===== config.mk =====
export PLATFORM = sky130hd
export DESIGN_NAME = ext_irq_sense
export DESIGN_NICKNAME = d
export VERILOG_FILES = /design/src/rtl/ext_irq_pkg.sv /design/src/rtl/ext_irq_sync.sv /design/src/rtl/ext_irq_chan.sv /design/src/rtl/ext_irq_regs.sv /design/src/rtl/ext_irq_sense.sv
export SDC_FILE = /design/constraint.sdc
export NUM_CORES = 1
export LEC_CHECK = 0
export ABC_AREA = 1
export BUFFER_PORTS_ARGS = -buffer_cell sky130_fd_sc_hd__buf_2
export CAP_MARGIN = 40
export CORE_UTILIZATION = 30
export CTS_BUF_LIST = sky130_fd_sc_hd__clkbuf_8
export CTS_CLUSTER_SIZE = 24
export DETAILED_ROUTE_END_ITERATION = 7
export SLEW_MARGIN = 40
export SYNTH_ARGS = -nofsm -noshare
export SYNTH_HDL_FRONTEND = slang
export SYNTH_SLANG_ARGS = --single-unit

===== constraint.sdc =====
create_clock -name clk -period 3.2 [get_ports clk]
set_input_delay 0.48 -clock clk [delete_from_list [all_inputs] [get_ports clk]]
set_output_delay 0.48 -clock clk [all_outputs]
set_load 0.01 [all_outputs]

===== src/rtl/ext_irq_pkg.sv =====
package ext_irq_pkg;

    typedef enum logic [1:0] {
        SENSE_LOW    = 2'b00,
        SENSE_TOGGLE = 2'b01,
        SENSE_FALL   = 2'b10,
        SENSE_RISE   = 2'b11
    } sense_e;

    localparam int REG_CTRL = 0;
    localparam int REG_MASK = 1;
    localparam int REG_PEND = 2;

endpackage


===== src/rtl/ext_irq_sync.sv =====
module ext_irq_sync #(
    parameter int N    = 4,
    parameter int WARM = 3
) (
    input  logic         clk,
    input  logic         rst_n,
    input  logic [N-1:0] pin_i,
    output logic [N-1:0] cur_o,
    output logic [N-1:0] prev_o,
    output logic         valid_o
);
    localparam int WW = $clog2(WARM + 1);
    localparam logic [WW-1:0] WARM_END = WW'(WARM);

    typedef struct packed {
        logic [N-1:0]  s1;
        logic [N-1:0]  s2;
        logic [N-1:0]  smp;
        logic [WW-1:0] warm;
    } st_t;

    st_t st_d, st_q;

    always_comb begin
        st_d     = st_q;
        st_d.s1  = pin_i;
        st_d.s2  = st_q.s1;
        st_d.smp = st_q.s2;
        if (st_q.warm != WARM_END) begin
            st_d.warm = st_q.warm + 1'b1;
        end
    end

    always_ff @(posedge clk or negedge rst_n) begin
        if (!rst_n) begin
            st_q <= '0;
        end else begin
            st_q <= st_d;
        end
    end

    assign cur_o   = st_q.s2;
    assign prev_o  = st_q.smp;
    assign valid_o = (st_q.warm == WARM_END);

    // once the sample path is primed it stays primed
    p_valid_holds_r11: assert property (@(posedge clk) disable iff (!rst_n)
        valid_o |=> valid_o);

endmodule


===== src/rtl/ext_irq_chan.sv =====
module ext_irq_chan
    import ext_irq_pkg::*;
(
    input  logic       clk,
    input  logic       rst_n,
    input  logic [1:0] mode_i,
    input  logic       valid_i,
    input  logic       cur_i,
    input  logic       prev_i,
    input  logic       clr_i,
    output logic       pend_o,
    output logic       raw_o
);
    typedef struct packed {
        logic pend;
    } st_t;

    st_t    st_d, st_q;
    sense_e mode;
    logic   evt;

    always_comb begin
        mode = sense_e'(mode_i);
        unique case (mode)
            SENSE_TOGGLE: evt = cur_i ^ prev_i;
            SENSE_FALL:   evt = prev_i & ~cur_i;
            SENSE_RISE:   evt = ~prev_i & cur_i;
            default:      evt = 1'b0;
        endcase
        evt = evt & valid_i;

        st_d = st_q;
        if (evt) begin
            st_d.pend = 1'b1;
        end else if (clr_i) begin
            st_d.pend = 1'b0;
        end

        if (mode == SENSE_LOW) begin
            raw_o = valid_i & ~cur_i;
        end else begin
            raw_o = st_q.pend;
        end
    end

    always_ff @(posedge clk or negedge rst_n) begin
        if (!rst_n) begin
            st_q <= '0;
        end else begin
            st_q <= st_d;
        end
    end

    assign pend_o = st_q.pend;

    // a pending flag holds until cleared
    p_pend_holds_r6: assert property (@(posedge clk) disable iff (!rst_n)
        (pend_o && !clr_i) |=> pend_o);
    // an enabled edge event always lands in the flag
    p_event_sets_r8: assert property (@(posedge clk) disable iff (!rst_n)
        evt |=> pend_o);
    // a clear with no competing event empties the flag
    p_clear_works_r9: assert property (@(posedge clk) disable iff (!rst_n)
        (clr_i && !evt) |=> !pend_o);
    // low-level mode never latches a high pin
    p_level_nolatch_r5: assert property (@(posedge clk) disable iff (!rst_n)
        (mode_i == 2'b00 && cur_i) |-> !raw_o);

endmodule


===== src/rtl/ext_irq_regs.sv =====
module ext_irq_regs
    import ext_irq_pkg::*;
#(
    parameter int N  = 4,
    parameter int DW = 8,
    parameter int AW = 2
) (
    input  logic            clk,
    input  logic            rst_n,
    input  logic [AW-1:0]   addr_i,
    input  logic            wr_i,
    input  logic [DW-1:0]   wdata_i,
    input  logic [N-1:0]    pend_i,
    output logic [DW-1:0]   rdata_o,
    output logic [2*N-1:0]  ctrl_o,
    output logic [N-1:0]    mask_o,
    output logic [N-1:0]    clr_o
);
    localparam int CW = 2 * N;
    localparam logic [AW-1:0] A_CTRL = AW'(REG_CTRL);
    localparam logic [AW-1:0] A_MASK = AW'(REG_MASK);
    localparam logic [AW-1:0] A_PEND = AW'(REG_PEND);

    typedef struct packed {
        logic [CW-1:0] ctrl;
        logic [N-1:0]  mask;
    } st_t;

    st_t st_d, st_q;

    always_comb begin
        st_d  = st_q;
        clr_o = '0;
        if (wr_i) begin
            if (addr_i == A_CTRL) st_d.ctrl = wdata_i[CW-1:0];
            if (addr_i == A_MASK) st_d.mask = wdata_i[N-1:0];
            if (addr_i == A_PEND) clr_o     = wdata_i[N-1:0];
        end

        if (addr_i == A_CTRL) begin
            rdata_o = DW'(st_q.ctrl);
        end else if (addr_i == A_MASK) begin
            rdata_o = DW'(st_q.mask);
        end else if (addr_i == A_PEND) begin
            rdata_o = DW'(pend_i);
        end else begin
            rdata_o = '0;
        end
    end

    always_ff @(posedge clk or negedge rst_n) begin
        if (!rst_n) begin
            st_q <= '0;
        end else begin
            st_q <= st_d;
        end
    end

    assign ctrl_o = st_q.ctrl;
    assign mask_o = st_q.mask;

    // the unused upper part of the mask read is zero
    p_mask_reserved_r3: assert property (@(posedge clk) disable iff (!rst_n)
        (addr_i == A_MASK) |-> (rdata_o[DW-1:N] == '0));
    // a control write is visible on the next cycle
    p_ctrl_write_r2: assert property (@(posedge clk) disable iff (!rst_n)
        (wr_i && addr_i == A_CTRL) |=> (ctrl_o == $past(wdata_i[CW-1:0])));

endmodule


===== src/rtl/ext_irq_sense.sv =====
module ext_irq_sense #(
    parameter int N  = 4,
    parameter int DW = 8,
    parameter int AW = 2
) (
    input  logic          clk,
    input  logic          rst_n,
    input  logic [N-1:0]  pin_i,
    input  logic          gie_i,
    input  logic [AW-1:0] bus_addr_i,
    input  logic          bus_wr_i,
    input  logic [DW-1:0] bus_wdata_i,
    output logic [DW-1:0] bus_rdata_o,
    input  logic [N-1:0]  irq_ack_i,
    output logic [N-1:0]  irq_req_o
);
    logic [N-1:0]   cur, prev, pend, raw, mask, wclr;
    logic [2*N-1:0] ctrl;
    logic           valid;

    ext_irq_sync #(.N(N), .WARM(3)) u_sync (
        .clk     (clk),
        .rst_n   (rst_n),
        .pin_i   (pin_i),
        .cur_o   (cur),
        .prev_o  (prev),
        .valid_o (valid)
    );

    ext_irq_regs #(.N(N), .DW(DW), .AW(AW)) u_regs (
        .clk     (clk),
        .rst_n   (rst_n),
        .addr_i  (bus_addr_i),
        .wr_i    (bus_wr_i),
        .wdata_i (bus_wdata_i),
        .pend_i  (pend),
        .rdata_o (bus_rdata_o),
        .ctrl_o  (ctrl),
        .mask_o  (mask),
        .clr_o   (wclr)
    );

    for (genvar n = 0; n < N; n++) begin : g_ch
        ext_irq_chan u_chan (
            .clk     (clk),
            .rst_n   (rst_n),
            .mode_i  (ctrl[2*n+1:2*n]),
            .valid_i (valid),
            .cur_i   (cur[n]),
            .prev_i  (prev[n]),
            .clr_i   (irq_ack_i[n] | wclr[n]),
            .pend_o  (pend[n]),
            .raw_o   (raw[n])
        );

        assign irq_req_o[n] = raw[n] & mask[n] & gie_i;

        // a request needs the channel enable
        p_req_masked_r4: assert property (@(posedge clk) disable iff (!rst_n)
            irq_req_o[n] |-> mask[n]);
    end

    // no request leaves while the global enable is off
    p_req_global_r4: assert property (@(posedge clk) disable iff (!rst_n)
        !gie_i |-> (irq_req_o == '0));

endmodule


==> results of run 1 <==
power groups by stage:
stage / Sequential, mW / Combinational (mW) / Clock (mW)
floorplan: 0.462 / 0.127 / 0
global placement: 0.473 / 0.185 / 0
detailed placement: 0.474 / 0.187 / 0
CTS: 0.468 / 0.188 / 0.288
global route: 0.477 / 0.216 / 0.304
finish: 0.467 / 0.184 / 0.273
how the worst max path moves through the flow:
stage | depth (start not counted) | slack [ns] | endpoint
final | 5 | 1.09 | irq_req_o[2]
after global routing | 5 | 1.0 | irq_req_o[2]
after CTS | 5 | 1.06 | irq_req_o[2]
after detailed placement | 5 | 1.37 | irq_req_o[2]
after global placement | 5 | 1.36 | irq_req_o[2]
after floorplan | 4 | 1.67 | irq_req_o[2]
sequential cells by signal, indices dropped and copies added, names as in the netlist:
signal	cells
u_sync.st_q	2
g_ch.u_chan.pend_o	4
u_sync.cur_o	4
u_regs.mask_o	4
u_sync.prev_o	4
u_sync.st_d	4
u_regs.ctrl_o	8
placed cells by master (no fill, tap or decap), types with 4 or more instances in the layout:
cell      netlist  final
nand3_1        20     20
dfrtp_1        30     30
a21oi_2         4      4
nand2_1        46     46
ha_1            9      9
clkbuf_8        0      5
inv_1          28     30
o21ai_2         8      8
nor2_1         21     21
buf_2           0     33
o21ai_0         4      4
cell families after synthesis:
logic type      after synthesis  share of synthesized area (%)
simple gates                 92                           26.4
fa+ha+maj                     9                           7.29
xor+xnor                      1                          0.567
buf+inv                      29                           7.54
flops                        30                           48.6
compound gates               20                           9.56
per-layer routing:
| layer | vias up | share of wire [%] |
|---|---|---|
| met5 | - | 0 |
| met4 | 0 | 1.9 |
| met3 | 6 | 4.4 |
| met2 | 26 | 45 |
| met1 | 572 | 48 |
| li1 | 640 | - |
worst reg2reg max path, delay by kind of cell, from the launching register on:
| kind | cells | cell delay, ns |
|---|---|---|
| buffers and inverters | 1 | 0.23 |
| adders and majority gates | 1 | 0.31 |
| DFF | 1 | 0.39 |
| and+or+nand+nor | 3 | 0.22 |
Yosys cell counts:
| cell | n |
|---|---|
| nand2_1 | 46 |
| dfrtp_1 | 30 |
| inv_1 | 28 |
| nor2_1 | 21 |
| nand3_1 | 20 |
| ha_1 | 9 |
| o21ai_2 | 8 |
| a21oi_2 | 4 |
| o21ai_0 | 4 |
| a21oi_1 | 3 |
| nor2_4 | 3 |
| nand2_4 | 2 |
| buf_6 | 1 |
| o21a_1 | 1 |
| xnor2_1 | 1 |
final cells by class:
class	instances	area, µm²
Tap cell	67	83.8
Inverter	28	105
Fill cell	502	2990
Clock buffer	5	68.8
Multi-Input combinational cell	122	677
Clock inverter	2	7.51
Sequential cell	30	751
Timing Repair Buffer	33	165
==> impl_metrics.toml, run 1 <==
[global_route]
gr-usage-met1_pct = 17.2
overflow = 0
use_met2_pct = 21.5
antenna_found_initial = 0
grt_max_degree = 31
grt_first_pass_wirelength_um = 5350
grt_util_met3_pct = 4.12
grt_pass1_vias = 1137
groute.usage.overall_pct = 13.6
grt.busiest_layer = "met2"

[clock_network]
cts_buffer_depth = 2
post_cts_resized = 0
clk_pin_slew_ns = 0.06
cts_tree = "built"
clock_sinks = 30
h-tree-depth = 2
cts_buffers = 5
postCtsSetupRepairBufs = 0
ctsHoldBuffers = 0
clk_latency_ns = 0.28
root_buffer = "clkbuf_8"

[logic_synthesis]
ys_seq_elements = 30
ys_types = 15
synth_area_per_cell_um2 = 8.53
yosysSeqAreaShare_pct = 48.6
synth_warnings = 0
yosysTopAreaCellShare_pct = 48.6
synth_fp_nets = 212
synth.largest_area_cell = "dfrtp_1"
syn_inst = 181
synth_area_leaders = "dfrtp_1, nand2_1, ha_1"
syn_area_um2 = 1540

[floorplan]
core_area_um2 = 4850
die_area_um2 = 5440
dieHeight_um = 73.7
num_rows = 25
die_x_um = 73.7
io_pins = 34
start_util_pct = 31.8

[sta]
worstMarginPinSlew_ns = 0.672
rsz0062_at_grt = "false"
tns_ns = 0
finalSetupViolations = 0
relSlewSlack_pct = 55.2
finClkSkew_ns = 0.00155
post-route-period-util_pct = 65.9
hold_viol = 0
fmax_mhz = 474
drv_slew = 0
fin_crit_ns = 2.11
setup_slack_ns = 1.09
timing.hold.ws_ns = 0.237

[hold_path]
hp-class = "input port to async pin"

[critical_path]
r2r-start = "u_sync.st_q[0]"
critPathCaptureType = "primary output"
crit_start = "u_sync.st_q[0]"
max_stage_delay_ns = 0.36
worstPathRequired_ns = 2.72
worst-path-max-fanout = 6
ff2ff_path_depth = 5
critPathLaunchType = "flip-flop"
crit_family = "flip-flops"
r2r_end = "g_ch[0].u_chan.pend_o"
path_cells = "ha_1 > inv_1 > o21a_1 > nor2_1 > buf_2"
arrival_ns = 1.63
critical_path_class = "flip-flop to primary output"
r2r_slack_ns = 1.96
path_buf_inv = 2
slowest_stage = "dfrtp_1"

[detailed_routing]
first_pass_iters = 4
first_iter_violations = 48
avgRoutedWirePerCell_um = 10.8
viasPerCell = 4.33
wl_um = 3110
post-route-drc-count = 0
drtAntennaViolNets = 0
vias = 1244

[power_and_ir_drop]
clkPwrFrac_pct = 29.5
power_frac_seq_pct = 50.6
powerDensity_nw_per_um2 = 497
ir_worst_vdd_mv = 0.185
switching_share_pct = 30.2
combPwrFrac_pct = 19.9
p_leak_nw = 1.01
power_mw = 0.923
switchingPower_mw = 0.279
internal-power_mw = 0.645

[layout]
final_cells = 287
area_growth_pct = 20.3
final_nets = 251
utilization_pct = 38.3
num_antenna_cells = 0
fin_area_um2 = 1860
drive_above_1_share_pct = 25.0

[place]
dpl_cell_area_um2 = 1780
dp_cells = 280
place.gp.congestion = 0.696
portBuffers = 33
dpl.hpwl_um = 2350
place_ws_ns = 1.37

[status]
status = "complete, no violations"

[run]
maxCapViolCount = 0
Power figures use the tool's default switching activity.
==> run 2: changes to the inputs <==
Settings changed: ABC_AREA 1 to 0.
Clock period 3.2 ns to 2.08 ns, I/O delays scaled along.
==> impl_metrics.toml, run 2 <==
[critical_path]
worst-path-max-fanout = 10
arrival_ns = 1.49
path_buf_inv = 1
r2r_slack_ns = 0.61
max_stage_delay_ns = 0.41
critPathCaptureType = "primary output"
r2r_end = "g_ch[0].u_chan.pend_o"
slowest_stage = "ha_1"
path_cells = "ha_1 > nand3_1 > a21oi_1 > buf_2"
r2r-start = "u_sync.st_q[0]"
worstPathRequired_ns = 1.77
critical_path_class = "flip-flop to primary output"
critPathLaunchType = "flip-flop"
ff2ff_path_depth = 5
crit_family = "adder cells"

[logic_synthesis]
syn_area_um2 = 1510
yosysTopAreaCellShare_pct = 49.7
synth.largest_area_cell = "dfrtp_1"
syn_inst = 130
yosysMostFrequentCell = "dfrtp_1"
yosysSeqAreaShare_pct = 49.7
ys_seq_elements = 30
synth-edff-count = 0
ys_types = 30
synth_ff_type = "dfrtp_1"
synth_fp_nets = 161
synth_area_leaders = "dfrtp_1, mux2_4, ha_1"
synth_common_cells = "dfrtp_1, inv_1, nand2_1, ha_1"
synth_warnings = 0
async_reset_ff_share_pct = 100
synth_area_per_cell_um2 = 11.6

[power_and_ir_drop]
powerDensity_nw_per_um2 = 803
power_mw = 1.46
p_leak_nw = 0.906
ir_worst_vdd_mv = 0.502

[sta]
timing.hold.ws_ns = 0.0744
rsz0062_at_grt = "false"
drv_slew = 0
fin_crit_ns = 1.80
finClkSkew_ns = 0.00305
hold_viol = 0
setup_slack_ns = 0.282
tns_ns = 0
finalSetupViolations = 0
post-route-period-util_pct = 86.4
relSlewSlack_pct = 55.4
fmax_mhz = 556
worstMarginPinSlew_ns = 0.670

[clock_network]
clk_latency_ns = 0.27
postCtsSetupRepairBufs = 0
root_buffer = "clkbuf_8"
cts_tree = "built"
cts_buffers = 5
ctsHoldBuffers = 0
post_cts_resized = 0
h-tree-depth = 2
clock_sinks = 30
clk_pin_slew_ns = 0.06
cts_buffer_depth = 2

[global_route]
groute.usage.overall_pct = 12.9
grt.busiest_layer = "met1"
grt_util_met3_pct = 3.31
gr-usage-met1_pct = 19.0
grt_pass1_vias = 1045
use_met2_pct = 17.4
overflow = 0
antenna_found_initial = 0
grt_first_pass_wirelength_um = 5090
grt_max_degree = 31

[detailed_routing]
avgRoutedWirePerCell_um = 12.5
post-route-drc-count = 0
vias = 1067
viasPerCell = 4.54
first_iter_violations = 23
wl_um = 2930
drtAntennaViolNets = 0
first_pass_iters = 4

[place]
dpl_cell_area_um2 = 1740
place.gp.congestion = 0.763
portBuffers = 33
place_ws_ns = 0.585
dp_cells = 228
dpl.hpwl_um = 2160

[floorplan]
die_x_um = 73.0
start_util_pct = 31.6
die_area_um2 = 5330
dieHeight_um = 73.0
num_rows = 25
core_area_um2 = 4790
io_pins = 34

[layout]
num_antenna_cells = 0
area_growth_pct = 20.3
largest_reg_flops = 8
final_common_cell = "buf_2"
drive_above_1_share_pct = 36.9
final_cell_mix = "buf_2, dfrtp_1, inv_1"
final_cells = 235
final_nets = 199
utilization_pct = 38.0
fin_area_um2 = 1820

[status]
status = "complete, no violations"

[run]
maxCapViolCount = 0

[hold_path]
hp-class = "input port to async pin"
==> run 2: cell count changes after synthesis, sizes merged, moves of 2 or more <==
cell    before  now
nand2       48   12
o21ai       12    8
mux2i        0    6
nor3         0    2
inv         28   11
and2         0    4
nand3       20    5
mux2         0   14
nand2b       0    4
nor2        24    5
==> run 2: layer usage <==
metal / wire [µm] / vias up / share of wire, %
met5: 0 / - / 0
met4: 44 / 0 / 1.5
met3: 152 / 5 / 5.2
met2: 1260 / 33 / 43
met1: 1480 / 507 / 50
li1: - / 522 / -
==> run 2: power by group <==
group / switching (mW) / internal [mW]
combinational: 0.127 / 0.165
sequential: 0.0838 / 0.663
clock: 0.202 / 0.220
==> run 2: cells by family (layout without fill, tap and decap cells) <==
| family | Yosys count | in the layout | share of synthesized area, % |
|---|---|---|---|
| AO/OA/AOI/OAI | 21 | 21 | 8.69 |
| buffers and inverters | 14 | 52 | 4.47 |
| adder cells (fa/ha/maj) | 9 | 9 | 7.45 |
| multiplexers | 20 | 20 | 16.4 |
| flip-flops | 30 | 30 | 49.7 |
| AND/OR/NAND/NOR | 35 | 35 | 12.7 |
| XOR/XNOR | 1 | 1 | 0.580 |
==> run 2: layout make-up <==
cell class	instances	area (µm²)
repair buffers	34	173
fillers	469	2970
inverters	11	41.3
flip-flops and latches	30	751
clock inverters	2	7.51
multi-input cells	86	693
clock buffers	5	68.8
well taps	67	83.8
==> run 2: how the worst max path moves through the flow <==
stage,start,end,depth (start not counted)
6_report,u_sync.st_q[0],irq_req_o[3],4
3_3_place_gp,u_sync.st_q[0],irq_req_o[3],4
3_5_place_dp,u_sync.st_q[0],irq_req_o[3],4
5_1_grt,u_sync.st_q[0],irq_req_o[1],4
2_1_floorplan,u_sync.st_q[0],irq_req_o[3],4
4_1_cts,u_sync.st_q[0],irq_req_o[3],4
